==> config.mk <==
export PLATFORM = sky130hd
export DESIGN_NAME = wdt_timer
export DESIGN_NICKNAME = d
export VERILOG_FILES = /design/src/rtl/wdt_pkg.sv /design/src/rtl/wdt_prescaler.sv /design/src/rtl/wdt_countdown.sv /design/src/rtl/wdt_csr.sv /design/src/rtl/wdt_action.sv /design/src/rtl/wdt_timer.sv
export SDC_FILE = /design/constraint.sdc
export NUM_CORES = 1
export LEC_CHECK = 0
export BUFFER_PORTS_ARGS = -buffer_cell sky130_fd_sc_hd__buf_2
export CORE_AREA = 2 2 84 86
export CTS_CLUSTER_SIZE = 28
export DETAILED_ROUTE_END_ITERATION = 16
export DIE_AREA = 0 0 86 88
export PLACE_DENSITY = 0.8
export SETUP_SLACK_MARGIN = 0.05
export SKIP_LAST_GASP = 1
export SLEW_MARGIN = 20
export SYNTH_ARGS = -nofsm -noshare
export SYNTH_HDL_FRONTEND = slang
export SYNTH_SLANG_ARGS = --single-unit
==> constraint.sdc <==
create_clock -name clk -period 3.9 [get_ports clk]
set_clock_uncertainty 0.05 [all_clocks]
set_input_delay 0.585 -clock clk [delete_from_list [all_inputs] [get_ports clk]]
set_output_delay 0.585 -clock clk [all_outputs]
set_load 0.01 [all_outputs]
==> src/rtl/wdt_pkg.sv <==
package wdt_pkg;

  // control/status word bit positions
  localparam int unsigned CTL_RUN    = 0;
  localparam int unsigned CTL_FIRED  = 1;
  localparam int unsigned CTL_PWROFF = 2;
  localparam int unsigned CTL_IDLE   = 3;
  localparam int unsigned CTL_TRIG   = 7;

  // byte-address bit that selects the word in the window
  localparam int unsigned WSEL_BIT   = 2;

  typedef enum logic {
    SEL_CTL = 1'b0,
    SEL_CNT = 1'b1
  } wsel_e;

  // decoded effect of a control-word write
  typedef struct packed {
    logic wr;
    logic run;
    logic clr_fired;
    logic pwroff;
    logic trig;
  } ctl_wr_t;

endpackage

==> src/rtl/wdt_prescaler.sv <==
module wdt_prescaler #(
  parameter int unsigned DIV = 100_000_000
) (
  input  logic clk,
  input  logic rst_n,
  input  logic clear,
  input  logic hold,
  output logic tick
);
  localparam int unsigned PW = (DIV > 1) ? $clog2(DIV) : 1;
  localparam logic [PW-1:0] LAST = PW'(DIV - 1);

  logic [PW-1:0] pre_q;

  always_comb tick = !clear && !hold && (pre_q == LAST);

  always_ff @(posedge clk or negedge rst_n) begin
    if (!rst_n) begin
      pre_q <= '0;
    end else if (clear) begin
      pre_q <= '0;
    end else if (!hold) begin
      if (pre_q == LAST) pre_q <= '0;
      else               pre_q <= pre_q + PW'(1);
    end
  end
endmodule

==> src/rtl/wdt_countdown.sv <==
module wdt_countdown #(
  parameter int unsigned CNT_W       = 10,
  parameter int unsigned DEF_TIMEOUT = 60
) (
  input  logic             clk,
  input  logic             rst_n,
  input  logic             tick,
  input  logic             reload,
  input  logic [CNT_W-1:0] reload_val,
  output logic [CNT_W-1:0] cnt_q,
  output logic             hit
);
  localparam logic [CNT_W-1:0] INIT = CNT_W'(DEF_TIMEOUT);
  localparam logic [CNT_W-1:0] ONE  = CNT_W'(1);

  // last second elapses on this strobe
  always_comb hit = tick && (cnt_q <= ONE);

  always_ff @(posedge clk or negedge rst_n) begin
    if (!rst_n) begin
      cnt_q <= INIT;
    end else if (reload) begin
      cnt_q <= reload_val;
    end else if (tick) begin
      if (hit) cnt_q <= '0;
      else     cnt_q <= cnt_q - ONE;
    end
  end
endmodule

==> src/rtl/wdt_csr.sv <==
module wdt_csr
  import wdt_pkg::*;
#(
  parameter int unsigned ADDR_W      = 3,
  parameter int unsigned DATA_W      = 32,
  parameter int unsigned CNT_W       = 10,
  parameter int unsigned DEF_TIMEOUT = 60
) (
  input  logic              clk,
  input  logic              por_n,
  input  logic              rst_n,
  input  logic              acc_ok,
  input  logic              bus_sel,
  input  logic              bus_we,
  input  logic [ADDR_W-1:0] bus_addr,
  input  logic [DATA_W-1:0] bus_wdata,
  input  logic              expire,
  output logic [DATA_W-1:0] bus_rdata,
  output logic              run_q,
  output logic              pwroff_q,
  output logic              fired_q,
  output logic [CNT_W-1:0]  reload_q,
  output logic              reload
);
  localparam logic [CNT_W-1:0] INIT = CNT_W'(DEF_TIMEOUT);

  wsel_e            wsel;
  ctl_wr_t          cw;
  logic             cnt_wr;
  logic             rd_req;
  logic [CNT_W-1:0] wr_val;
  logic [DATA_W-1:0] ctl_word;
  logic [DATA_W-1:0] cnt_word;
  logic             unused_bits;

  assign unused_bits = ^{bus_addr, bus_wdata};

  always_comb begin
    wsel         = wsel_e'(bus_addr[WSEL_BIT]);
    cw.wr        = acc_ok && bus_sel && bus_we && (wsel == SEL_CTL);
    cw.run       = bus_wdata[CTL_RUN];
    cw.clr_fired = bus_wdata[CTL_FIRED];
    cw.pwroff    = bus_wdata[CTL_PWROFF];
    cw.trig      = bus_wdata[CTL_TRIG];
    cnt_wr       = acc_ok && bus_sel && bus_we && (wsel == SEL_CNT);
    rd_req       = bus_sel && !bus_we;
    wr_val       = bus_wdata[CNT_W-1:0];
    reload       = cw.wr && cw.trig;
  end

  // run and action select
  always_ff @(posedge clk or negedge rst_n) begin
    if (!rst_n) begin
      run_q    <= 1'b0;
      pwroff_q <= 1'b0;
    end else begin
      if (expire)     run_q <= 1'b0;
      else if (cw.wr) run_q <= cw.run;
      if (cw.wr)      pwroff_q <= cw.pwroff;
    end
  end

  // reload value, zero coerced to one second
  always_ff @(posedge clk or negedge rst_n) begin
    if (!rst_n) begin
      reload_q <= INIT;
    end else if (cnt_wr) begin
      reload_q <= (wr_val == '0) ? CNT_W'(1) : wr_val;
    end
  end

  // expired flag lives on the power-on reset only
  always_ff @(posedge clk or negedge por_n) begin
    if (!por_n) begin
      fired_q <= 1'b0;
    end else if (expire) begin
      fired_q <= 1'b1;
    end else if (cw.wr && cw.clr_fired) begin
      fired_q <= 1'b0;
    end
  end

  always_comb begin
    ctl_word             = '0;
    ctl_word[CTL_RUN]    = run_q;
    ctl_word[CTL_FIRED]  = fired_q;
    ctl_word[CTL_PWROFF] = pwroff_q;
    ctl_word[CTL_IDLE]   = ~run_q;
    cnt_word             = '0;
    cnt_word[CNT_W-1:0]  = reload_q;
  end

  always_ff @(posedge clk or negedge rst_n) begin
    if (!rst_n) begin
      bus_rdata <= '0;
    end else if (rd_req) begin
      if (!acc_ok)             bus_rdata <= '0;
      else if (wsel == SEL_CTL) bus_rdata <= ctl_word;
      else                     bus_rdata <= cnt_word;
    end
  end
endmodule

==> src/rtl/wdt_action.sv <==
module wdt_action (
  input  logic clk,
  input  logic rst_n,
  input  logic hit,
  input  logic pwroff_sel,
  output logic rst_req,
  output logic pwroff_req
);
  always_ff @(posedge clk or negedge rst_n) begin
    if (!rst_n) begin
      rst_req    <= 1'b0;
      pwroff_req <= 1'b0;
    end else begin
      rst_req    <= hit && !pwroff_sel;
      pwroff_req <= hit &&  pwroff_sel;
    end
  end
endmodule

==> src/rtl/wdt_timer.sv <==
module wdt_timer
  import wdt_pkg::*;
#(
  parameter int unsigned ADDR_W      = 3,
  parameter int unsigned DATA_W      = 32,
  parameter int unsigned CNT_W       = 10,
  parameter int unsigned TICK_DIV    = 100_000_000,
  parameter int unsigned DEF_TIMEOUT = 60
) (
  input  logic              clk,
  input  logic              por_n,
  input  logic              sys_rst_n,
  input  logic              wd_en,
  input  logic              reg_acc_en,
  input  logic              bus_sel,
  input  logic              bus_we,
  input  logic [ADDR_W-1:0] bus_addr,
  input  logic [DATA_W-1:0] bus_wdata,
  output logic [DATA_W-1:0] bus_rdata,
  output logic              rst_req,
  output logic              pwroff_req
);
  logic             rst_n;
  logic             acc_ok;
  logic             ctl_run;
  logic             ctl_pwroff;
  logic             ctl_fired;
  logic [CNT_W-1:0] reload_val;
  logic             reload_pulse;
  logic             sec_tick;
  logic [CNT_W-1:0] cnt_live;
  logic             expire;

  assign rst_n  = por_n & sys_rst_n;
  assign acc_ok = wd_en & reg_acc_en;

  wdt_csr #(
    .ADDR_W(ADDR_W), .DATA_W(DATA_W), .CNT_W(CNT_W), .DEF_TIMEOUT(DEF_TIMEOUT)
  ) u_csr (
    .clk(clk), .por_n(por_n), .rst_n(rst_n), .acc_ok(acc_ok),
    .bus_sel(bus_sel), .bus_we(bus_we), .bus_addr(bus_addr),
    .bus_wdata(bus_wdata), .expire(expire), .bus_rdata(bus_rdata),
    .run_q(ctl_run), .pwroff_q(ctl_pwroff), .fired_q(ctl_fired),
    .reload_q(reload_val), .reload(reload_pulse)
  );

  wdt_prescaler #(.DIV(TICK_DIV)) u_pre (
    .clk(clk), .rst_n(rst_n),
    .clear(!ctl_run || reload_pulse),
    .hold(!wd_en),
    .tick(sec_tick)
  );

  wdt_countdown #(.CNT_W(CNT_W), .DEF_TIMEOUT(DEF_TIMEOUT)) u_cnt (
    .clk(clk), .rst_n(rst_n), .tick(sec_tick), .reload(reload_pulse),
    .reload_val(reload_val), .cnt_q(cnt_live), .hit(expire)
  );

  wdt_action u_act (
    .clk(clk), .rst_n(rst_n), .hit(expire), .pwroff_sel(ctl_pwroff),
    .rst_req(rst_req), .pwroff_req(pwroff_req)
  );
endmodule

After elaboration in Yosys (flattened, before gate mapping) --
Index checks and enable logic that the tools add are counted.
Storage, ports and cells: register bits after elaboration 84, word-level logic and storage cells 52
Operators by class: $add $sub $neg 2, magnitude comparators 1, equal/unequal tests 1, multiplexer cells 13, bitwise logic cells 4, reductions and logical operators 22
Operators with widths (number):
- $mux W27 | 3
- $mux W10 | 6
- $add A27 B1 Y27 const B | 1
- $eq A27 B27 Y1 const B | 1
- $logic_and A1 B1 Y1 | 12
- $le A10 B1 Y1 const B | 1
- $logic_not A10 Y1 | 1
- $sub A10 B1 Y10 const B | 1
- $reduce_bool A2 Y1 | 4
- $logic_not A1 Y1 | 4
- $mux W1 | 4
- $and A1 B1 Y1 | 2
- $not A1 Y1 | 2
- $logic_or A1 B1 Y1 | 1

Depth between registers and ports, before layout --
word-level depth 13, gate-level depth with buffers 8, gate-level depth less buffers 7

Cells and area by module --
Synthesis repeated with hierarchy kept, for this count alone.
Second synthesis, totals: cell total of the unflattened synthesis 382, area total of the unflattened synthesis 3567.2 µm²
Modules (own cells, without submodules):
- wdt_prescaler | instances 1, cells each 197, area an instance 1659.1 µm²
- wdt_csr | instances 1, cells each 101, area an instance 1166.1 µm²
- wdt_countdown | instances 1, cells each 76, area an instance 653.1 µm²
- wdt_action | instances 1, cells each 4, area an instance 66.3 µm²
- wdt_timer | instances 1, cells each 4, area an instance 22.5 µm²

Worst setup path before layout --
No wires, ideal clock.
path kind input -> register, from input bus_addr[2], to register u_cnt.cnt_q[6], library setup time 0.087 ns, arrival time 2.245 ns, required time 3.763 ns, setup slack 1.519 ns, stages 7, cell sequence buf_2 > nand2b_1 > o21ai_1 > or4_1 > buf_2 > or4_1 > o211ai_1
Between the ends: word-level cells in the longest chain between the ends 11, elaborated cells between the ends (all ways) 12, classes of those cells 3 x mux; 1 x bitwise; 8 x reduce/logical
Ends and longest elaborated chain:
- from (decl) | line wdt_timer.sv:17 | input logic [ADDR_W-1:0] bus_addr,
- $not A1 Y1 * | line wdt_csr.sv:40 | cw.wr = acc_ok && bus_sel && bus_we && (wsel == SEL_CTL);
- $logic_and A1 B1 Y1 * | line wdt_csr.sv:40
- $logic_and A1 B1 Y1 * | line wdt_csr.sv:48 | reload = cw.wr && cw.trig;
- $logic_or A1 B1 Y1 | line wdt_timer.sv:49 | .clear(!ctl_run || reload_pulse),
- $logic_not A1 Y1 | line wdt_prescaler.sv:15 | always_comb tick = !clear && !hold && (pre_q == LAST);
- $logic_and A1 B1 Y1 (2 in a row) | line wdt_prescaler.sv:15
- $logic_and A1 B1 Y1 | line wdt_countdown.sv:17 | always_comb hit = tick && (cnt_q <= ONE);
- $mux W10 | line wdt_countdown.sv:25 | if (hit) cnt_q <= '0;
- $mux W10 | line wdt_countdown.sv:24 | end else if (tick) begin
- $mux W10 | line wdt_countdown.sv:22 | end else if (reload) begin
- to (signal assigned) | line wdt_countdown.sv:23 | cnt_q <= reload_val;
- to (signal assigned) | line wdt_countdown.sv:26 | else cnt_q <= cnt_q - ONE;
- to (decl) | line wdt_countdown.sv:10 | output logic [CNT_W-1:0] cnt_q,
Every way passes the cells marked *; elsewhere a longest branch is shown, timed or not. The select of a mux whose other input is x is not followed. A chain may end at the register's enable or synchronous reset.

Final worst setup path --
from register u_pre.pre_q[0], to register u_pre.pre_q[4]
Between the ends: word-level cells in the longest chain between the ends 4, elaborated cells between the ends (all ways) 5, classes of those cells 1 x add/sub; 1 x eq/ne; 3 x mux
Ends and longest elaborated chain:
- from (decl) | line wdt_prescaler.sv:13 | logic [PW-1:0] pre_q;
- from (signal assigned) | line wdt_prescaler.sv:24 | else pre_q <= pre_q + PW'(1);
- $add A27 B1 Y27 or $eq A27 B27 Y1 (tied branches) | line wdt_prescaler.sv:24, wdt_prescaler.sv:23
- $mux W27 * | line wdt_prescaler.sv:23 | if (pre_q == LAST) pre_q <= '0;
- $mux W27 * | line wdt_prescaler.sv:22 | end else if (!hold) begin
- $mux W27 * | line wdt_prescaler.sv:20 | end else if (clear) begin
Marked as above.

==> results_dict.tcl <==
set metrics [dict create \
    run_status "complete, no violations" \
    final-seq-area_sq_um 1560 \
    rsz0062_at_grt "no" \
    ys_warn_count 0 \
    crit_path_frequent_cell "nand2_1" \
    slew_viol_final 0 \
    yosysTopAreaCell "dfrtp_1" \
    dp.cells 471 \
    crit_path_end_kind "register" \
    cp_top_family "simple AND/OR/NAND/NOR gates" \
    yosysSeqAreaShare_pct 43.9 \
    slowest_stage "or3_1" \
    max-cap-violations 0 \
    rows 30 \
    layoutNonFillerInstCount 488 \
    slew_headroom_pct 40.8 \
    grt_max_degree 38 \
    worst_slew_pin_slew_ps 888 \
    synth-seq-cells 62 \
    track_usage_pct 22.2 \
    cp-start-kind "register" \
    globalplace.congestion 0.878 \
    clk_latency_ps 350 \
    wl_met1_mm 3.77 \
    synth_common_cells "54 x dfrtp_1, 30 x nand2_1, 25 x a31oi_1" \
    die_h_microns 88 \
    grt_antenna_before_repair 0 \
    crit_chain "ha_1 > and4_1 > nand2_1 > or3_1 > nand2_1 > o21ai_0" \
    finalHoldViolCount 0 \
    dr.pass1.iters 5 \
    dominantRegCellSynth "dfrtp_1" \
    fillerInstances 555 \
    clkTransAtPathRegs_ps 80 \
    crit_buf_inv 0 \
    synthTopCellsByArea "dfrtp_1 38%, dfstp_2 5.9%, buf_4 4.6%, a31oi_1 4.4%, mux2_2 3.8%" \
    grt_overflow 0 \
    p_comb_share_pct 16.7 \
    wl_per_cell_microns 16.0 \
    cts_buffers 9 \
    finish.utilization_pct 58.3 \
    cts_tree "built" \
    root_buffer "clkbuf_8" \
    htree_levels 3 \
    postCtsSetupRepairBufs 0 \
    layout_min_cycle_time_ps 2650 \
    cp.depth 6 \
    highest_layer "met4" \
    path_max_fanout 25 \
    cts.path.max_buffers 2 \
    start_util_pct 53.6 \
    drive_gt1_share_pct 18.6 \
    grt_pass1_vias 2681 \
    io_buffers 29 \
    p_sw_uw 487 \
    grt_pass1_wl_mm 13.2 \
    crit_type "register to register" \
    swShare_pct 29.9 \
    synth_edf_count 0 \
    yosys.area.top_type_share_pct 37.9 \
    r2r.worst_path.cells 6 \
    fmax_mhz 378 \
    antennaDiodeCount 0 \
    clkPwrFrac_pct 35.4 \
    cp.required_ps 4060 \
    drc 0 \
    wl_mm 7.82 \
    cts_sinks 62 \
    syn_inst 380 \
    syn_area_per_cell_sq_um 9.37 \
    die_w_microns 86 \
    ir_drop_uv 167 \
    p_leak_nw 1.67 \
    yosysMostFrequentCell "dfrtp_1" \
    coreArea_sq_um 6640 \
    syn_to_final_growth_pct 8.78 \
    power_density_nw_per_um2 421 \
    drtIter0Drc 289 \
    vias 3010 \
    crit_arrival_ps 2810 \
    synth_cell_type_count 52 \
    fin_tns_setup_ps 0 \
    slowest_delay_ps 770 \
    multi_input_area_sq_um 1760 \
    syn_area_sq_um 3560 \
    p_int_mw 1.14 \
    die_area_sq_um 7570 \
    finish.net_count 448 \
    timing.final.crit_share_pct 67.8 \
    io_pins 76 \
    hold_path_class "input pin to asynchronous set/reset pin" \
    ant_nets 0 \
    met2_length_mm 3.46 \
    setup_violations 0 \
    synthArstFlopShare_pct 100 \
    wl_met3_microns 518 \
    p_seq_share_pct 47.9 \
    vias_per_cell 6.17 \
    hpwlAfterDp_mm 5.45 \
]
## sequential cells by signal, summed over array words and instances (netlist names), 10 cells and up
register / cells
u_csr.bus_rdata: 10
u_pre.pre_q: 27
u_csr.reload_q: 10
u_cnt.cnt_q: 10
## stage by stage
stage	setup slack [ps]	hold WS, ps	power, mW	area, sq um
finish	1250	413	1.63	3870
global route	1070	426	1.71	3870
CTS	1290	418	1.63	3870
floorplan	1420	239	0.993	3640
global placement	1190	319	1.05	3660
detailed placement	1170	319	1.06	3660
## cells by family after synthesis
family | after synthesis | synth area share [%]
simple gates | 150 | 24.1
compound gates | 84 | 15.9
flops | 62 | 43.9
buf+inv | 59 | 8.85
mux | 16 | 4.92
xor+xnor | 5 | 1.23
fa+ha+maj | 3 | 1.05
other cells | 1 | 0.105
## layout by cell type, fill, tap and decap left out, drive strengths merged, types with 2 or more instances in the layout
master / count
a211o: 2
a21oi: 4
a22o: 8
a311oi: 2
a31oi: 25
a41oi: 3
and2: 5
and3: 8
and4: 8
buf: 34
clkbuf: 10
clkinv: 4
conb: 22
dfrtp: 54
dfstp: 8
ha: 3
inv: 15
mux2: 12
mux2i: 4
nand2: 30
nand2b: 3
nand3: 23
nand4: 13
nor2: 13
nor2b: 6
nor3: 11
nor4: 7
nor4bb: 2
o211ai: 8
o21ai: 21
o31ai: 2
or3: 7
or4: 11
xnor2: 2
xor2: 3
## routing by layer
layer | vias to the layer above | track usage, %
met4 | 0 | 7.94
li1 | 1431 | -
met3 | 8 | 5.47
met2 | 138 | 34.0
met5 | - | 0
met1 | 1433 | 30.7
## repair_timing
action | in CTS | in global routing
resized for setup | 0 | 0
endpoints found under the hold margin | 1 | 0
endpoints found under the setup margin | 0 | 0
hold buffers | 1 | 0
## path summary, 6_finish.rpt
path,from,endpoint,slack [ps]
max,u_pre.pre_q[0],u_pre.pre_q[4],1250
min,sys_rst_n,u_csr.pwroff_q,410
max reg2reg,u_pre.pre_q[0],u_pre.pre_q[4],1250
min reg2reg,u_csr.bus_rdata[3],u_csr.bus_rdata[3],430
max in group asynchronous,por_n,u_csr.reload_q[5],1930
min in group clk,bus_wdata[8],u_csr.reload_q[8],420
## final cells by class
class	instances	area share [%]
Clock buffer	10	3.55
Clock inverter	6	1.58
Inverter	15	1.45
Multi-Input combinational cell	280	45.5
Sequential cell	62	40.3
Tap cell	80	2.58
Timing Repair Buffer	35	4.97
## power groups by stage
stage | Combinational, mW | Sequential, mW | Clock [mW]
final | 0.273 | 0.780 | 0.577
after global routing | 0.308 | 0.789 | 0.611
after CTS | 0.270 | 0.779 | 0.582
after detailed placement | 0.268 | 0.791 | 0
after global placement | 0.262 | 0.786 | 0
after floorplan | 0.218 | 0.775 | 0
No activity file was read; power rests on OpenSTA's default activity.
